`src/rtl/sm_lane_pkg.sv`:
```
package sm_lane_pkg;
  localparam int LANES = 4;
  localparam int SIZE_W = 3;
  localparam logic [SIZE_W-1:0] SZ_BYTE = 3'd0;
  localparam logic [SIZE_W-1:0] SZ_HALF = 3'd1;
  localparam logic [SIZE_W-1:0] SZ_MAX  = 3'd2;

  typedef logic [LANES-1:0] lane_vec_t;

  typedef enum logic [1:0] {
    BW_8   = 2'd0,
    BW_16  = 2'd1,
    BW_32  = 2'd2,
    BW_32R = 2'd3
  } bank_w_e;
endpackage

```
`src/rtl/sm_wr_steer.sv`:
```
// Active-high mask of lanes strobed by a legal write beat.
module sm_wr_steer
  import sm_lane_pkg::*;
(
  input  logic [1:0] size_i,
  input  logic [1:0] addr_i,
  input  logic       big_i,
  input  bank_w_e    width_i,
  output lane_vec_t  mask_o
);
  lane_vec_t le32;
  lane_vec_t le16;

  // Little-endian placement in a 32-bit bank.
  always_comb begin
    if (size_i == SZ_BYTE[1:0])      le32 = lane_vec_t'(1) << addr_i;
    else if (size_i == SZ_HALF[1:0]) le32 = addr_i[1] ? 4'b1100 : 4'b0011;
    else                             le32 = 4'b1111;
  end

  // Little-endian placement in a 16-bit bank.
  always_comb begin
    if (size_i == SZ_BYTE[1:0]) le16 = addr_i[0] ? 4'b0010 : 4'b0001;
    else                        le16 = 4'b0011;
  end

  always_comb begin
    unique case (width_i)
      BW_8:  mask_o = 4'b0001;
      BW_16: mask_o = big_i ? {2'b00, le16[0], le16[1]} : le16;
      default: begin
        for (int i = 0; i < LANES; i++)
          mask_o[i] = big_i ? le32[LANES-1-i] : le32[i];
      end
    endcase
  end
endmodule

```
`src/rtl/sm_drive_mask.sv`:
```
// Active-high mask of data lanes physically wired to the bank.
module sm_drive_mask
  import sm_lane_pkg::*;
(
  input  bank_w_e   width_i,
  output lane_vec_t drive_o
);
  always_comb begin
    unique case (width_i)
      BW_8:    drive_o = 4'b0001;
      BW_16:   drive_o = 4'b0011;
      default: drive_o = 4'b1111;
    endcase
  end
endmodule

```
`src/rtl/sm_out_stage.sv`:
```
// Optional output register; reset value is the idle (all inactive) state.
module sm_out_stage
  import sm_lane_pkg::*;
#(
  parameter bit REG_OUT = 1'b1
) (
  input  logic      clk,
  input  logic      rst_n,
  input  lane_vec_t sel_d,
  input  lane_vec_t oe_d,
  input  logic      err_d,
  output lane_vec_t sel_q,
  output lane_vec_t oe_q,
  output logic      err_q
);
  generate
    if (REG_OUT) begin : g_reg
      lane_vec_t sel_r, oe_r;
      logic      err_r;
      logic      load_en;

      assign load_en = 1'b1;  // register follows every cycle

      always_ff @(posedge clk or negedge rst_n) begin
        if (!rst_n) begin
          sel_r <= '1;
          oe_r  <= '1;
          err_r <= 1'b0;
        end else if (load_en) begin
          sel_r <= sel_d;
          oe_r  <= oe_d;
          err_r <= err_d;
        end
      end

      assign sel_q = sel_r;
      assign oe_q  = oe_r;
      assign err_q = err_r;
    end else begin : g_comb
      assign sel_q = sel_d;
      assign oe_q  = oe_d;
      assign err_q = err_d;
    end
  endgenerate
endmodule

```
`src/rtl/sm_lane_strobe.sv`:
```
module sm_lane_strobe
  import sm_lane_pkg::*;
#(
  parameter bit REG_OUT = 1'b1
) (
  input  logic       clk,
  input  logic       rst_n,
  input  logic       acc_valid,
  input  logic       acc_write,
  input  logic       acc_big_end,
  input  logic [2:0] acc_size,
  input  logic [1:0] acc_addr_lo,
  input  logic [1:0] bank_width,
  input  logic       rd_lanes_on,
  output logic [3:0] lane_sel_n,
  output logic [3:0] dout_en_n,
  output logic       size_err
);
  bank_w_e   width;
  logic      size_bad;
  lane_vec_t wr_mask, drv_mask;
  lane_vec_t sel_nxt, oe_nxt;
  logic      err_nxt;

  assign width    = bank_w_e'(bank_width);
  assign size_bad = acc_size > SZ_MAX;

  sm_wr_steer u_steer (
    .size_i  (acc_size[1:0]),
    .addr_i  (acc_addr_lo),
    .big_i   (acc_big_end),
    .width_i (width),
    .mask_o  (wr_mask)
  );

  sm_drive_mask u_drive (
    .width_i (width),
    .drive_o (drv_mask)
  );

  // Next-state selection of the strobes and pad enables.
  always_comb begin
    sel_nxt = '1;
    oe_nxt  = '1;
    err_nxt = 1'b0;
    if (acc_valid) begin
      if (size_bad) begin
        err_nxt = 1'b1;
      end else if (acc_write) begin
        sel_nxt = ~wr_mask;
        oe_nxt  = ~drv_mask;
      end else begin
        sel_nxt = rd_lanes_on ? '0 : '1;
      end
    end
  end

  sm_out_stage #(.REG_OUT(REG_OUT)) u_out (
    .clk   (clk),
    .rst_n (rst_n),
    .sel_d (sel_nxt),
    .oe_d  (oe_nxt),
    .err_d (err_nxt),
    .sel_q (lane_sel_n),
    .oe_q  (dout_en_n),
    .err_q (size_err)
  );

  // Checks on the logic above.
  assert_idle_quiet_R2: assert property (@(posedge clk) disable iff (!rst_n)
    !acc_valid |-> (sel_nxt == 4'hF && oe_nxt == 4'hF && !err_nxt));

  assert_err_silent_R3: assert property (@(posedge clk) disable iff (!rst_n)
    size_err |-> (lane_sel_n == 4'hF && dout_en_n == 4'hF));

  // read strobes are uniform, pads are never driven on reads.
  assert_read_uniform_R5: assert property (@(posedge clk) disable iff (!rst_n)
    (acc_valid && !acc_write) |-> ((sel_nxt == 4'h0 || sel_nxt == 4'hF) && oe_nxt == 4'hF));

  assert_byte_one_lane_R6: assert property (@(posedge clk) disable iff (!rst_n)
    (acc_valid && acc_write && acc_size == 3'd0) |-> $countones(~sel_nxt) == 1);

  assert_narrow_lane0_R9: assert property (@(posedge clk) disable iff (!rst_n)
    (acc_valid && acc_write && !size_bad && width == BW_8) |-> sel_nxt == 4'b1110);

  assert_strobe_driven_R10: assert property (@(posedge clk) disable iff (!rst_n)
    ((~sel_nxt & oe_nxt) == 4'h0) || !(acc_valid && acc_write));

  assert_follow_R11: assert property (@(posedge clk) disable iff (!rst_n)
    REG_OUT && $past(rst_n) |-> ##0 (lane_sel_n == $past(sel_nxt)));
endmodule

```
`config.mk`:
```
export PLATFORM = sky130hd
export DESIGN_NAME = sm_lane_strobe
export DESIGN_NICKNAME = d
export VERILOG_FILES = /design/src/rtl/sm_lane_pkg.sv /design/src/rtl/sm_wr_steer.sv /design/src/rtl/sm_drive_mask.sv /design/src/rtl/sm_out_stage.sv /design/src/rtl/sm_lane_strobe.sv
export SDC_FILE = /design/constraint.sdc
export NUM_CORES = 1
export LEC_CHECK = 0
export ABC_AREA = 1
export BUFFER_PORTS_ARGS = -buffer_cell sky130_fd_sc_hd__buf_2
export CORE_AREA = 2 2 39 41
export CTS_CLUSTER_DIAMETER = 200
export CTS_CLUSTER_SIZE = 14
export DETAILED_ROUTE_END_ITERATION = 7
export DIE_AREA = 0 0 41 43
export PLACE_DENSITY_LB_ADDON = 0.3
export SYNTH_ARGS = -nofsm -noshare
export SYNTH_HDL_FRONTEND = slang
export SYNTH_HIERARCHICAL = 1
export SYNTH_SLANG_ARGS = --single-unit
```
`constraint.sdc`:
```
create_clock -name clk -period 1.2 [get_ports clk]
set_clock_uncertainty 0.2 [all_clocks]
set_input_delay 0.06 -clock clk [delete_from_list [all_inputs] [get_ports clk]]
set_output_delay 0.06 -clock clk [all_outputs]
set_load 0.05 [all_outputs]
```
Word level (Yosys, flattened, before mapping)
Cells that the tools add are included.

Register bits: 9.

Reduce and logical (&&, ||, !) cells: 2. Eq/ne operators: 2. Magnitude comparators: 1. Muxes and demuxes: 21. Shift operators: 1. Bitwise operators: 2.

Operators by type and width (number): $mux 4 (12); $pmux 4 s2 (2); $not 4->4 (2); $mux 1 (6); $eq 2x1->1 const B (2); $logic_not 2->1 (2); $shl 1x2->4 const A (1); $gt 3x2->1 const B (1); $mux 2 (1).

Depth between registers and ports, before layout
Gate-level depths: netlist of run 1.

Depth in word-level cells: 9. Gate-level depth with buffers: 9. Mapped depth without buffers: 9.

By module
The synthesis of run 1 kept the hierarchy.

Modules (own cells, without submodules): sm_out_stage (cells each 9, area each 235.2 um^2, seq. area each 235.2 um^2, instances 1); sm_wr_steer (cells each 30, area each 157.7 um^2, seq. area each 0.0 um^2, instances 1); sm_lane_strobe (cells each 27, area each 116.4 um^2, seq. area each 0.0 um^2, instances 1); sm_drive_mask (cells each 7, area each 33.8 um^2, seq. area each 0.0 um^2, instances 1).

Least setup slack after synthesis of run 1
Ideal clock, no wire load.

Kind: reg-to-output. From: register u_out.g_reg.oe_r[0] (netlist: u_out/oe_q[0]). To: output port dout_en_n[0]. Data required time: 0.940 ns. Cell stages (with the launch flop): 1. Data arrival time: 0.656 ns. Buffers on the path: 0. Path slack: 0.284 ns. Cell sequence: dfstp_2.

RTL lines: start: declaration (line sm_out_stage.sv:18) `lane_vec_t sel_r, oe_r;`; start signal: assignment (line sm_out_stage.sv:27) `oe_r <= '1;`; start signal: assignment (line sm_out_stage.sv:31) `oe_r <= oe_d;`; end: declaration (line sm_lane_strobe.sv:16) `output logic [3:0] dout_en_n,`.

No word-level cell between the ends.

Worst setup path after layout of run 1
From: register u_out.g_reg.sel_r[1] (netlist: u_out/sel_q[1]). To: output port lane_sel_n[1].

RTL lines: start: declaration (line sm_out_stage.sv:18); start signal: assignment (line sm_out_stage.sv:30) `sel_r <= sel_d;`; end: declaration (line sm_lane_strobe.sv:15) `output logic [3:0] lane_sel_n,`.

No word-level cell between the ends.

==> impl_metrics.json, run 1 <==
{
  "hold_class": "in -> reg",
  "avgSynthCellArea_um2": 7.439,
  "drtAntennaViolNets": 0,
  "grt_pass1_wl_um": 1731,
  "rsz0062_at_grt": "true",
  "grt_overflow": 0,
  "syn_nets": 86,
  "maxCapViolations": 0,
  "final_cell_mix": "20 x nand2_1, 13 x nand3_1, 13 x buf_2",
  "synth_seq_area_share": 0.4332,
  "drt-pass1-iter-count": 4,
  "cp_slowest_stage_delay_ns": 0.54,
  "row_count": 14,
  "fmax_ghz": 0.8299,
  "critPathTopFamily": "flip-flops",
  "ioPinCount": 22,
  "core_um2": 1384,
  "cp.required_ns": 0.94,
  "h-tree-depth": 1,
  "cts_buffer_depth": 2,
  "final_cells": 122,
  "crit_chain": "buf_8",
  "powerDensity_nw_per_um2": 902.4,
  "synth_cell_types": 17,
  "cp_max_fo": 1,
  "cts_tree": "done",
  "postLayoutCellArea_um2": 862.1,
  "die_area_um2": 1763,
  "worstSetupPathType": "reg -> out",
  "place_area_um2": 649.4,
  "grt_max_degree": 10,
  "grt_pass1_vias": 468,
  "hpwl_um": 772.3,
  "fin_crit_sh": 1.004,
  "die_w_um": 41,
  "clk_pin_slew_ns": 0.06,
  "cp_slowest_cell": "dfstp_2",
  "drive_gt1_frac": 0.4057,
  "drt-initial-drc-count": 7,
  "drt_wl_total_um": 1114,
  "post-route-drc-count": 0,
  "track_usage": 0.1416,
  "antenna_found_initial": 0,
  "dr_total_vias": 548,
  "critPathCaptureType": "output port",
  "syn_area_um2": 543.0,
  "ir_drop_mv": 0.2878,
  "hold_viol": 0,
  "syn_to_final_growth_pct": 58.76,
  "start_util": 0.3924,
  "nets": 120,
  "fin_ws_ns": -0.004977,
  "start_kind": "flip-flop",
  "ys_warn_count": 6,
  "dp_cells": 107,
  "cts_root_buf": "clkbuf_4",
  "min_period_ns": 1.205,
  "final_common_cell": "nand2_1",
  "ys_ff_latch": 9,
  "wire_per_inst_um": 9.131,
  "die_y_um": 43,
  "synth_cells": 73,
  "critPathBufInv": 1,
  "power.leakage_uw": 0.0004309,
  "violations": "setup timing",
  "via_per_inst": 4.492,
  "cts_sinks": 9,
  "num_antenna_cells": 0,
  "setup_viol": 1,
  "numCtsBuffers": 3,
  "gp_congestion": 0.7540,
  "slew_violations": 0,
  "io_buffers": 21,
  "status": "finished with violations",
  "worstPathArrival_ns": 0.94
}
[state kept, by name, summed over array words and instances, names as in the netlist]
signal       count
u_out/err_q      1
u_out/sel_q      4
u_out/oe_q       4
[routing by layer]
layer / GRT usage / part of all wire / wire, um / vias up
met5: 0 / 0 / 0 / -
met4: 0.1000 / 0.013 / 15 / 0
met3: 0.01571 / 0.043 / 48 / 2
met2: 0.2344 / 0.54 / 606 / 16
met1: 0.1546 / 0.40 / 444 / 239
li1: - / - / - / 291
[power by group]
| part | switching (uW) | internal, uW |
|---|---|---|
| registers | 5.85 | 321 |
| clock network | 109 | 128 |
| logic | 122 | 91.9 |
| total | 236 | 542 |
[stage by stage]
stage | hold slack [ns] | setup TNS (ns) | power [uW] | utilization | worst slack, ns
final | 0.02469 | -0.004977 | 777.9 | 0.6230 | -0.004977
after global routing | 0.07676 | -0.1618 | 827.0 | 0.6230 | -0.03190
after CTS | 0.01210 | 0 | 765.6 | 0.6040 | 0.002773
after detailed placement | -0.2891 | 0 | 497.1 | 0.4693 | 0.08526
after global placement | -0.2927 | 0 | 495.3 | 0.4693 | 0.1241
after floorplan | -0.4356 | 0 | 444.6 | - | 0.2845
[area by class of cell]
type                    count  area, um2
clock buffers               4      26.28
fillers                   127      521.8
inverters                  11      41.29
multi-input cells          50      247.7
flip-flops and latches      9      235.2
well taps                  16      20.02
repair buffers             32      291.5
[path summary, 6_finish.rpt]
path / end / cells past startpoint / from / slack, ns
max: lane_sel_n[1] / 1 / u_out/sel_q[1] / -0.005
min: u_out/sel_q[1] / 6 / bank_width[1] / 0.02
max in group asynchronous: u_out/err_q / 3 / rst_n / 0.11
min in group asynchronous: u_out/sel_q[0] / 2 / rst_n / 0.17
[cells by family after synthesis]
kind of cell,share of synthesized area
flip-flops,0.4332
AND/OR/NAND/NOR,0.3802
buffers and inverters,0.1106
other,0.006906
AO/OA/AOI/OAI,0.06911
[cell usage after synthesis]
cell       n  area share
dfstp_2    8        0.39
a21oi_2    2       0.032
nand2_1   20        0.14
conb_1     1      0.0069
clkbuf_1   1      0.0069
nand3_1   13        0.12
dfrtp_1    1       0.046
buf_4      2       0.028
inv_2      2       0.014
nor2_1     3       0.021
nand4_1    1       0.012
inv_1      9       0.062
nand2_2    5       0.058
a21oi_1    1      0.0092
nor2_4     1       0.021
nor2_2     1       0.012
o211ai_1   2       0.028
[what timing repair did]
action | in CTS | in global routing
hold endpoints to repair | 18 | 0
endpoints found under the setup margin | 8 | 8
buffers inserted | 0 | 0
hold buffers | 11 | 0
gates resized for setup | 16 | 7
pin swaps | 0 | 0
No activity file was read; power rests on OpenSTA's default activity.
==> run 2: changes to the inputs <==
BUFFER_PORTS_ARGS = -buffer_cell sky130_fd_sc_hd__clkbuf_2   (was -buffer_cell sky130_fd_sc_hd__buf_2)
SKIP_CTS_REPAIR_TIMING = 1   (was unset)
==> run 2 against run 1 <==
  * The flow finishes with violations (hold timing)
  * Hold slack got worse by 0.052 ns
  * Largest cell class unchanged
  * First-iteration DRC count rose by 43%
  * Sequential share of layout area rose by 0.65 points
  * Critical path depth did not move
==> impl_metrics.json, run 2 (same netlist as run 1, synthesis figures left out) <==
{
  "status": "finished with violations",
  "violations": "hold timing",
  "drt_wl_total_um": 1044,
  "antenna_found_initial": 0,
  "hpwl_um": 811,
  "row_count": 14,
  "core_um2": 1384,
  "cts_buffer_depth": 2,
  "die_y_um": 43,
  "fin_crit_sh": 0.9870,
  "cp_slowest_stage_delay_ns": 0.54,
  "multi_input_area_um2": 247.7,
  "critPathTopFamily": "flip-flops",
  "slew_violations": 0,
  "die_area_um2": 1763,
  "ioPinCount": 22,
  "min_period_ns": 1.184,
  "hold_class": "in -> reg",
  "cp_max_fo": 1,
  "io_buffers": 21,
  "worstHoldStart": "bank_width[1]",
  "dp_cells": 107,
  "cts_tree": "done",
  "start_kind": "flip-flop",
  "nets": 118,
  "h-tree-depth": 1,
  "num_antenna_cells": 0,
  "min_to": "u_out/oe_q[1]",
  "fin_util": 0.6085,
  "grt_overflow": 0,
  "worstSetupPathType": "reg -> out",
  "drt-initial-drc-count": 10,
  "rsz0062_at_grt": "true",
  "grt_max_degree": 10,
  "wl_met3_um": 60,
  "cts_sinks": 9,
  "top_layer": "met3",
  "power.leakage_uw": 0.0004264,
  "cp_slowest_cell": "dfstp_2",
  "crit_chain": "buf_8",
  "start_util": 0.3924,
  "worstPathArrival_ns": 0.92,
  "syn_to_final_growth_pct": 55.07,
  "critPathBufInv": 1,
  "ir_drop_mv": 0.3562,
  "drtAntennaViolNets": 0,
  "setup_viol": 0,
  "grt_pass1_vias": 432,
  "numCtsBuffers": 3,
  "clk_pin_slew_ns": 0.05,
  "cp.required_ns": 0.94,
  "via_per_inst": 4.583,
  "critPathCaptureType": "output port",
  "fmax_ghz": 0.8443,
  "grt_pass1_wl_um": 1621,
  "min_path_cells": 4,
  "cts_root_buf": "clkbuf_4",
  "gp_congestion": 0.7584,
  "wl_met1_um": 416,
  "final_common_cell": "nand2_1",
  "seqCellArea_um2": 235.2,
  "post-route-drc-count": 0,
  "routed-wl-met2_um": 567,
  "final_cell_mix": "20 x nand2_1, 13 x nand3_1, 13 x clkbuf_2",
  "nFillCells": 133,
  "hold_viol": 2,
  "track_usage": 0.1332,
  "drive_gt1_frac": 0.4135,
  "powerDensity_nw_per_um2": 892.9,
  "die_w_um": 41,
  "dr_total_vias": 550,
  "drt-pass1-iter-count": 4,
  "wire_per_inst_um": 8.700,
  "final_cells": 120,
  "hold_ws_ns": -0.02749,
  "maxCapViolations": 0
}
[run 2: changes by cell type in the layout (fill, tap and decap cells not counted), sizes merged]
cell / delta
dlygate4sd3: -2
clkbuf: +13
buf: -13
[run 2: cell type report]
| cell class | count | share of cell area |
|---|---|---|
| multi-input combinational | 50 | 0.2942 |
| timing repair buffer | 30 | 0.3224 |
| clock buffer | 4 | 0.03120 |
| inverter | 11 | 0.04903 |
| tap | 16 | 0.02377 |
| sequential | 9 | 0.2793 |
[run 2: how the worst max path moves through the flow]
stage                         from        endpoint  slack [ns]  depth (start not counted)
floorplan            u_out/oe_q[0]    dout_en_n[0]        0.28                          0
global placement       acc_size[1]  u_out/sel_q[0]        0.12                          8
detailed placement     acc_size[1]  u_out/sel_q[1]        0.11                         10
CTS                  u_out/oe_q[1]    dout_en_n[1]       -0.10                          1
global route        u_out/sel_q[0]   lane_sel_n[0]       -0.03                          1
finish              u_out/sel_q[0]   lane_sel_n[0]        0.02                          1
[run 2: per-stage QoR]
step	power, uW	area [um2]	setup slack (ns)	setup TNS, ns
floorplan	444.6	543.0	0.2845	0
global placement	495.3	649.4	0.1227	0
detailed placement	497.9	649.4	0.1098	0
CTS	719.9	675.6	-0.1008	-0.7419
global route	806.4	842.1	-0.02504	-0.08816
finish	751.9	842.1	0.01556	0
[run 2: report_power, final]
group | switching, uW | internal [uW]
combinational | 122 | 87.2
clock | 88.8 | 127
sequential | 5.56 | 322
total | 216 | 536
[run 2: routing by layer]
layer  up-vias  track usage
met1       236       0.1438
met5         -            0
met2        25       0.2188
met3         0      0.01571
li1        289            -
met4         0       0.1000
